<file path="config.mk">
export PLATFORM = sky130hd
export DESIGN_NAME = fir_systolic
export DESIGN_NICKNAME = d
export VERILOG_FILES = /design/src/rtl/fir_pkg.sv /design/src/rtl/fir_coef_quant.sv /design/src/rtl/fir_delay_line.sv /design/src/rtl/fir_mac_tap.sv /design/src/rtl/fir_out_quant.sv /design/src/rtl/fir_valid_track.sv /design/src/rtl/fir_systolic.sv
export SDC_FILE = /design/constraint.sdc
export NUM_CORES = 1
export LEC_CHECK = 0
export BUFFER_PORTS_ARGS = -buffer_cell sky130_fd_sc_hd__clkbuf_2
export CAP_MARGIN = 20
export CORE_ASPECT_RATIO = 0.6
export CORE_UTILIZATION = 30
export DETAILED_ROUTE_END_ITERATION = 7
export PLACE_DENSITY = 0.49
export SLEW_MARGIN = 40
export SYNTH_ARGS = -nofsm -noshare
export SYNTH_HDL_FRONTEND = slang
export SYNTH_SLANG_ARGS = --single-unit
</file>
<file path="constraint.sdc">
create_clock -name clk -period 6.3 [get_ports clk]
set_input_delay 0.315 -clock clk [delete_from_list [all_inputs] [get_ports clk]]
set_output_delay 0.315 -clock clk [all_outputs]
set_load 0.01 [all_outputs]
</file>
<file path="src/rtl/fir_pkg.sv">
package fir_pkg;

   // Rounding applied when the accumulator is scaled to the output.
   typedef enum logic [0:0] {
      RND_FLOOR   = 1'b0,
      RND_NEAREST = 1'b1
   } fir_round_e;

   // Extra accumulator bits needed to add n products without wrap.
   function automatic int guard_bits(input int n);
      return (n <= 1) ? 0 : $clog2(n);
   endfunction

endpackage

</file>
<file path="src/rtl/fir_coef_quant.sv">
module fir_coef_quant #(
   parameter int                        NTAPS      = 8,
   parameter int                        SRC_W      = 20,
   parameter int                        COEF_W     = 16,
   parameter logic [NTAPS*SRC_W-1:0]    COEF_SRC   = '0
) (
   output logic [NTAPS*COEF_W-1:0]      coef_flat
);

   localparam int DROP = SRC_W - COEF_W;

   if (DROP < 0) begin : g_bad_width
      $error("fir_coef_quant: COEF_W must not exceed SRC_W");
   end

   for (genvar i = 0; i < NTAPS; i++) begin : g_tap
      localparam logic signed [SRC_W-1:0] RAW = COEF_SRC[i*SRC_W +: SRC_W];

      if (DROP == 0) begin : g_pass
         assign coef_flat[i*COEF_W +: COEF_W] = RAW;
      end else begin : g_round
         localparam logic signed [SRC_W:0] HALF =
            {{(SRC_W+1-DROP){1'b0}}, 1'b1, {(DROP-1){1'b0}}};
         localparam logic signed [SRC_W:0] RND  = $signed({RAW[SRC_W-1], RAW}) + HALF;
         localparam logic signed [SRC_W:0] SHF  = RND >>> DROP;
         localparam logic signed [SRC_W:0] CMAX =
            {{(DROP+1){1'b0}}, 1'b0, {(COEF_W-1){1'b1}}};
         localparam logic signed [SRC_W:0] CMIN =
            {{(DROP+1){1'b1}}, 1'b1, {(COEF_W-1){1'b0}}};
         localparam logic signed [SRC_W:0] LIM  =
            (SHF > CMAX) ? CMAX : ((SHF < CMIN) ? CMIN : SHF);
         assign coef_flat[i*COEF_W +: COEF_W] = LIM[COEF_W-1:0];
      end
   end

endmodule

</file>
<file path="src/rtl/fir_delay_line.sv">
module fir_delay_line #(
   parameter int NTAPS  = 8,
   parameter int DATA_W = 16
) (
   input  logic                        clk,
   input  logic                        rst,
   input  logic                        en,
   input  logic signed [DATA_W-1:0]    din,
   output logic [NTAPS*DATA_W-1:0]     taps
);

   // a_q[i] feeds the multiplier of tap i; b_q[i] is the extra stage
   // that delays a sample by one more step before the next tap.
   logic signed [DATA_W-1:0] a_q [NTAPS];
   logic signed [DATA_W-1:0] b_q [NTAPS-1];

   always_ff @(posedge clk) begin
      if (rst) begin
         for (int i = 0; i < NTAPS; i++)     a_q[i] <= '0;
         for (int i = 0; i < NTAPS - 1; i++) b_q[i] <= '0;
      end else if (en) begin
         a_q[0] <= din;
         for (int i = 1; i < NTAPS; i++)     a_q[i] <= b_q[i-1];
         for (int i = 0; i < NTAPS - 1; i++) b_q[i] <= a_q[i];
      end
   end

   for (genvar i = 0; i < NTAPS; i++) begin : g_out
      assign taps[i*DATA_W +: DATA_W] = a_q[i];
   end

endmodule

</file>
<file path="src/rtl/fir_mac_tap.sv">
module fir_mac_tap #(
   parameter int DATA_W = 16,
   parameter int COEF_W = 16,
   parameter int ACC_W  = 35
) (
   input  logic                       clk,
   input  logic                       rst,
   input  logic                       en,
   input  logic signed [DATA_W-1:0]   x,
   input  logic signed [COEF_W-1:0]   coef,
   input  logic signed [ACC_W-1:0]    sum_in,
   output logic signed [ACC_W-1:0]    sum_out
);

   localparam int PROD_W = DATA_W + COEF_W;

   logic signed [PROD_W-1:0] prod_q;
   logic signed [ACC_W-1:0]  prod_ext;
   logic signed [ACC_W-1:0]  sum_q;

   assign prod_ext = ACC_W'(prod_q);

   always_ff @(posedge clk) begin
      if (rst) begin
         prod_q <= '0;
         sum_q  <= '0;
      end else if (en) begin
         prod_q <= PROD_W'(x) * PROD_W'(coef);
         sum_q  <= sum_in + prod_ext;
      end
   end

   assign sum_out = sum_q;

endmodule

</file>
<file path="src/rtl/fir_out_quant.sv">
module fir_out_quant
   import fir_pkg::*;
#(
   parameter int          ACC_W    = 35,
   parameter int          OUT_W    = 16,
   parameter int          SHIFT    = 15,
   parameter fir_round_e  ROUND    = RND_NEAREST,
   parameter bit          SATURATE = 1'b1
) (
   input  logic signed [ACC_W-1:0] acc,
   output logic signed [OUT_W-1:0] q
);

   localparam int RW = ACC_W + 1 - SHIFT;

   logic signed [ACC_W:0] acc_x;
   logic signed [ACC_W:0] rnd;

   assign acc_x = {acc[ACC_W-1], acc};

   if (ROUND == RND_NEAREST) begin : g_nearest
      localparam logic signed [ACC_W:0] HALF =
         {{(ACC_W+1-SHIFT){1'b0}}, 1'b1, {(SHIFT-1){1'b0}}};
      assign rnd = acc_x + HALF;
   end else begin : g_floor
      assign rnd = acc_x;
   end

   if (SATURATE) begin : g_sat
      logic signed [RW-1:0] sh;
      logic                 fits;
      assign sh   = RW'(rnd >>> SHIFT);
      assign fits = (sh[RW-1:OUT_W-1] == {(RW-OUT_W+1){sh[RW-1]}});
      assign q    = fits       ? sh[OUT_W-1:0] :
                    sh[RW-1]   ? {1'b1, {(OUT_W-1){1'b0}}} :
                                 {1'b0, {(OUT_W-1){1'b1}}};
   end else begin : g_wrap
      assign q = OUT_W'(rnd >>> SHIFT);
   end

endmodule

</file>
<file path="src/rtl/fir_valid_track.sv">
module fir_valid_track #(
   parameter int DEPTH = 10
) (
   input  logic clk,
   input  logic rst,
   input  logic en,
   output logic out_valid
);

   // fill_q[k] becomes 1 once more than k samples have been accepted.
   logic [DEPTH-1:0] fill_q;
   logic             valid_q;

   always_ff @(posedge clk) begin
      if (rst) begin
         fill_q  <= '0;
         valid_q <= 1'b0;
      end else begin
         valid_q <= en & fill_q[DEPTH-1];
         if (en) fill_q <= {fill_q[DEPTH-2:0], 1'b1};
      end
   end

   assign out_valid = valid_q;

endmodule

</file>
<file path="src/rtl/fir_systolic.sv">
module fir_systolic
   import fir_pkg::*;
#(
   parameter int                             NTAPS      = 8,
   parameter int                             DATA_W     = 16,
   parameter int                             COEF_SRC_W = 20,
   parameter int                             COEF_W     = 16,
   parameter int                             OUT_W      = 16,
   parameter int                             OUT_SHIFT  = 15,
   parameter fir_round_e                     ROUND      = RND_NEAREST,
   parameter bit                             SATURATE   = 1'b1,
   parameter logic [NTAPS*COEF_SRC_W-1:0]    COEF_SRC   =
      {20'h01000, 20'h03000, 20'h06000, 20'h08000,
       20'h08000, 20'h06000, 20'h03000, 20'h01000}
) (
   input  logic                       clk,
   input  logic                       rst,
   input  logic                       in_valid,
   input  logic signed [DATA_W-1:0]   in_sample,
   output logic                       out_valid,
   output logic signed [OUT_W-1:0]    out_sample
);

   localparam int GUARD  = guard_bits(NTAPS);
   localparam int PROD_W = DATA_W + COEF_W;
   localparam int ACC_W  = PROD_W + GUARD;
   localparam int FILL   = NTAPS + 2;

   if (NTAPS < 2) begin : g_bad_taps
      $error("fir_systolic: NTAPS must be at least 2");
   end
   if (OUT_SHIFT < 1 || OUT_SHIFT >= ACC_W) begin : g_bad_shift
      $error("fir_systolic: OUT_SHIFT must lie in 1..ACC_W-1");
   end
   if (ACC_W + 1 - OUT_SHIFT < OUT_W) begin : g_bad_out
      $error("fir_systolic: OUT_W wider than the scaled accumulator");
   end

   logic [NTAPS*COEF_W-1:0]  coef_flat;
   logic [NTAPS*DATA_W-1:0]  tap_x;
   logic signed [ACC_W-1:0]  sum_chain [NTAPS+1];
   logic signed [OUT_W-1:0]  q_next;
   logic signed [OUT_W-1:0]  out_q;

   fir_coef_quant #(
      .NTAPS    (NTAPS),
      .SRC_W    (COEF_SRC_W),
      .COEF_W   (COEF_W),
      .COEF_SRC (COEF_SRC)
   ) u_coef (
      .coef_flat (coef_flat)
   );

   fir_delay_line #(
      .NTAPS  (NTAPS),
      .DATA_W (DATA_W)
   ) u_line (
      .clk  (clk),
      .rst  (rst),
      .en   (in_valid),
      .din  (in_sample),
      .taps (tap_x)
   );

   assign sum_chain[0] = '0;

   for (genvar i = 0; i < NTAPS; i++) begin : g_mac
      fir_mac_tap #(
         .DATA_W (DATA_W),
         .COEF_W (COEF_W),
         .ACC_W  (ACC_W)
      ) u_tap (
         .clk     (clk),
         .rst     (rst),
         .en      (in_valid),
         .x       (tap_x[i*DATA_W +: DATA_W]),
         .coef    (coef_flat[i*COEF_W +: COEF_W]),
         .sum_in  (sum_chain[i]),
         .sum_out (sum_chain[i+1])
      );
   end

   fir_out_quant #(
      .ACC_W    (ACC_W),
      .OUT_W    (OUT_W),
      .SHIFT    (OUT_SHIFT),
      .ROUND    (ROUND),
      .SATURATE (SATURATE)
   ) u_quant (
      .acc (sum_chain[NTAPS]),
      .q   (q_next)
   );

   always_ff @(posedge clk) begin
      if (rst)           out_q <= '0;
      else if (in_valid) out_q <= q_next;
   end

   fir_valid_track #(
      .DEPTH (FILL)
   ) u_vtrk (
      .clk       (clk),
      .rst       (rst),
      .en        (in_valid),
      .out_valid (out_valid)
   );

   assign out_sample = out_q;

endmodule

</file>
## Word-level counts from Yosys, hierarchy flattened

Memories as Yosys holds them, arrays and structs flattened. A register that Yosys moved wholly into a read port is not among the register bits.
Cells that the tools add are included.
Widths: inputs -> output; s select.

- Logic and storage cells: 71
- Input bits: 19
- Output and inout port bits: 17
- RAM bits: 240
- Register bits after elaboration: 412
- Memories: 2

Memory list:

| memory | depth | bits a word | read ports | clocked after memory_dff | wr ports | line | source |
|---|---|---|---|---|---|---|---|
| u_line.a_q | 8 | 16 | 8 | 1 | 8 | fir_delay_line.sv:14 | `logic signed [DATA_W-1:0] a_q [NTAPS];` |
| u_line.b_q | 7 | 16 | 7 | 0 | 7 | fir_delay_line.sv:15 | `logic signed [DATA_W-1:0] b_q [NTAPS-1];` |

- Muxes and demuxes: 22
- Bitwise gates (word level): 16
- Add/subtract/negate cells: 8
- Multipliers: 4
- Equal/unequal tests: 1

Operators by type and width:

| kind | number |
|---|---|
| $mux 16 | 17 |
| $add 35x27->35 | 3 |
| $mul 16x3->19 const B | 4 |
| $add 35x28->35 | 2 |
| $add 35x16->36 const B | 1 |
| $add 35x24->35 | 1 |
| $add 24x27->28 | 1 |
| $or 1x1->1 | 15 |
| $eq 5x5->1 | 1 |
| $mux 1 | 5 |
| $and 1x1->1 | 1 |

## Logic depth before layout (Yosys ltp)

- Depth in word-level cells: 4
- Mapped depth: 13
- Mapped depth without buffers: 13

## Modules after synthesis

A second synthesis with hierarchy kept.

- Cells, all modules: 13447
- Area total of the unflattened synthesis: 123674.9 um^2

Modules (own cells, without submodules):

| module | times used | seq. area each (um^2) | area an instance (um^2) | cells an instance |
|---|---|---|---|---|
| fir_mac_tap at g_mac[2].u_tap ... | 4 | 1341.3 | 13893.3 | 1557 |
| fir_mac_tap at g_mac[0].u_tap | 1 | 1341.3 | 14213.6 | 1636 |
| fir_mac_tap at g_mac[7].u_tap | 1 | 1341.3 | 14019.7 | 1583 |
| fir_mac_tap at g_mac[6].u_tap | 1 | 1341.3 | 13970.9 | 1574 |
| fir_mac_tap at g_mac[1].u_tap | 1 | 1341.3 | 13953.4 | 1587 |
| fir_delay_line | 1 | 7206.9 | 9415.3 | 528 |
| fir_coef_quant | 1 | 0.0 | 968.4 | 130 |
| fir_out_quant | 1 | 0.0 | 600.6 | 93 |
| fir_systolic | 1 | 320.3 | 584.3 | 53 |
| fir_valid_track | 1 | 220.2 | 375.4 | 35 |

## Least setup slack after synthesis

No wires, ideal clock.

- Path kind: input to register
- From: input port in_valid
- To: memory u_line.a_q[0][0] (enable)
- Arrival time: 5552 ps
- Stages on the path: 4
- Setup slack: 158 ps
- Required time: 5709 ps
- Buffers on the path: 2
- Library setup time: 591 ps
- Cell sequence: clkbuf_1 nor2_1 clkbuf_1 inv_1

RTL lines:

| item | line | source |
|---|---|---|
| start: declaration | fir_systolic.sv:18 | `input logic in_valid,` |
| end: declaration | fir_delay_line.sv:14 |  |

## Final worst setup path

- From: register g_mac[2].u_tap.sum_q[11]
- To: register g_mac[3].u_tap.sum_q[33]

- Cells in the longest elaborated chain, start to end: 1

RTL lines:

| item | line | source |
|---|---|---|
| start: declaration | fir_mac_tap.sv:19 | `logic signed [ACC_W-1:0] sum_q;` |
| start signal: assignment | fir_mac_tap.sv:29 | `sum_q <= sum_in + prod_ext;` |
| $add 35x27->35 | fir_mac_tap.sv:29 |  |
| end signal: assignment | fir_mac_tap.sv:29 |  |
| end: declaration | fir_mac_tap.sv:19 |  |

Every way passes these cells.
A chain may end at the register's enable or synchronous reset.

==> out/metrics.cfg <==
[setup_path]
cp_data_arrival_time_ps=4110
worstPathCellList=ha_1 -> fa_1 -> a211o_1 -> a211oi_1 -> o211ai_1 -> a31o_2 -> a21oi_1 -> o21ai_1 -> a21oi_1 -> a211oi_1 -> a211o_1
rr_startpoint=g_mac[2].u_tap.sum_out[11]$_SDFFE_PP0P_
crit_path_start_kind=flop
slowest_stage=a211oi_1
cp-end-kind=flop
crit_path_max_fanout=3
slowest_delay_ps=510
required_ps=6870
setup.worst_path.start=g_mac[2].u_tap.sum_out[11]$_SDFFE_PP0P_
path_class=reg2reg

[clock_tree]
clk_latency_ps=680
cts_tree=yes
ctsHtreeMaxLevel=2
root_buffer=clkbuf_16
numCtsBuffers=61
ctsResizeCount=0
cts_sinks=599
cts.reportedPaths.clkPinSlew_ps=70
cts_buffer_depth=3

[routing]
routedWlPerCell_um=17.2
drt-total-wl_um=76100
via_count=22000
dr.max_layer_used=met4
ant_nets=0
drtIter0Drc=1455
m1WireLength_um=44800
route.met3.wl_um=3450
dr_wl_met2_um=26900
dr.pass1.iters=5
vias_per_cell=4.97
route.detailed.drc=0

[yosys]
seq_area_frac_synth=0.466
ys.flop_type=dfxtp_1
netlist_instances=3043
netlist_area_mm2=0.0309
synth.top_cell.area_share=0.233
synth_edf_count=240
yosys-top-cells-area=edfxtp_1 (23%), dfxtp_1 (23%), ha_1 (11%), mux2i_1 (4.3%), and3_1 (4.2%)
async_flop_share=0
synth.avg_cell_area_um2=10.2
synth_fp_nets=3350
synth-seq-cells=599
synth_area_leader_cell=edfxtp_1
synth_warnings=0
synth_cell_type_count=84

[sta]
tightest_slew_ps=811
slew_headroom=0.459
rsz0062_at_grt=false
finalHoldViolCount=0
fin_worst_skew_ps=66.0
slew_viol_final=0
fmax_mhz=282
tns_ps=0
setup_viol=0
fin_crit_sh=0.562
period_needed_ps=3540

[grt]
grt_start_max_net_pins=144
grt_first_pass_wirelength_um=120000
overflow=0
grt_pass1_vias=20200
track_usage=0.143
antenna_found_initial=1

[final_layout]
drive_gt1_frac=0.0595
n_antenna_cell=0
nNetsFinal=3348
multi_input_area_mm2=0.0158
regArea_mm2=0.0144
syn_to_final_growth_pct=13.1
fin_util=0.345
fillCellCount=10200

[power_and_ir_drop]
p_seq_frac=0.461
ir_drop_mv=0.258
comb_power_share=0.112
clock_power_share=0.427
internal_power_w=0.00712
leakagePower_nw=16.0
p_sw_w=0.00248
powerDensity_mw_per_mm2=275
swShare=0.258

[die]
die_w_um=416
io_pins=36
floorplan.die_area_mm2=0.104
start_util=0.305
coreArea_mm2=0.101
num_rows=90
die_h_um=251

[outcome]
status=finished, final reports clean

[placed_design]
dp_hpwl_um=49800
routabilityCongestion=0.800
io_buffers=35

[flow_run]
max_cap_viol_count=0

[hold_path]
min-delay-start=in_valid
hold_class=in2reg

==> per-layer routing <==
metal  GRT usage  vias up
li1            -    11100
met1       0.243    10500
met2       0.179      368
met3      0.0229       71
met4      0.0260        0
met5           0        -
==> critical path: cells and delay by family, from the launching register on <==
kind / cells / cell delay, ps
adder cells (fa/ha/maj): 2 / 650
flip-flops: 1 / 310
AO/OA/AOI/OAI: 9 / 2530
==> sequential cells by signal, summed over array words and instances, names as in the netlist <==
register / count
g_mac.u_tap.sum_out: 192
g_mac.u_tap.prod_q: 140
u_line.b_q: 112
u_vtrk.fill_q: 10
u_vtrk.out_valid: 1
out_sample: 16
u_line.a_q: 128
==> cell usage after synthesis, types with 72 or more instances <==
cell type  count
mux2i_1      133
xnor2_1      103
edfxtp_1     240
nor2_1       297
o21ai_0      158
xor2_1        72
dfxtp_1      359
and3_1       209
a21oi_1      159
ha_1         278
a21o_1       113
clkbuf_1     110
nand2_1      184
==> layout by cell type (no fill, tap or decap), drive strengths merged, types with 114 or more instances in the layout <==
cell | netlist | layout
a21oi | 159 | 159
o21ai | 178 | 178
and3 | 209 | 209
nor2 | 297 | 297
ha | 278 | 278
mux2i | 133 | 133
a21o | 114 | 114
edfxtp | 240 | 240
nand2 | 184 | 184
dfxtp | 359 | 359
==> what timing repair did <==
item	CTS	global route
hold endpoints to repair	37	0
hold buffers	17	0
setup buffers	0	0
setup endpoints to repair	0	0
==> kinds of logic (layout without fill, tap and decap cells) <==
| kind of cell | count (synthesis) | after routing | share of synthesized area |
|---|---|---|---|
| AND/OR/NAND/NOR | 961 | 961 | 0.154 |
| buffers and inverters | 193 | 244 | 0.0240 |
| multiplexers | 133 | 133 | 0.0431 |
| XOR/XNOR | 175 | 175 | 0.0496 |
| flip-flops | 599 | 599 | 0.466 |
| AO/OA/AOI/OAI | 694 | 694 | 0.145 |
| adder cells (fa/ha/maj) | 288 | 288 | 0.119 |
==> power by group through the flow <==
stage | clock (W) | combinational [W] | sequential (W)
after CTS | 0.00423 | 0.00108 | 0.00442
after global routing | 0.00438 | 0.00121 | 0.00445
after global placement | 0 | 0.00106 | 0.00451
final | 0.00410 | 0.00108 | 0.00442
after detailed placement | 0 | 0.00106 | 0.00451
after floorplan | 0 | 0.000800 | 0.00446
==> worst paths after layout <==
path                                                                 to  slack, ps  cells past startpoint
worst min register to register  g_mac[2].u_tap.sum_out[33]$_SDFFE_PP0P_        450                      2
worst max-delay path            g_mac[3].u_tap.sum_out[33]$_SDFFE_PP0P_       2760                     11
worst max register to register  g_mac[3].u_tap.sum_out[33]$_SDFFE_PP0P_       2760                     11
worst min-delay path            g_mac[3].u_tap.sum_out[11]$_SDFFE_PP0P_        200                      3
==> through the flow <==
stage	setup WS (ps)	cells	power, W	area (µm²)	hold slack [ps]
floorplan	158	3043	0.00526	30900	422
global placement	2720	4293	0.00557	32400	434
detailed placement	2740	4294	0.00557	32500	439
CTS	2780	4427	0.00973	34900	193
global route	2540	4428	0.0100	35000	226
finish	2760	4428	0.00960	35000	202
==> area by class of cell <==
cell class,instances,share of cell area
clock buffers,75,0.0483
clock inverters,41,0.0167
inverters,62,0.00723
multi-input cells,2251,0.452
flip-flops and latches,599,0.412
well taps,1334,0.0477
repair buffers,66,0.0165
(Power assumes the default switching activity.)
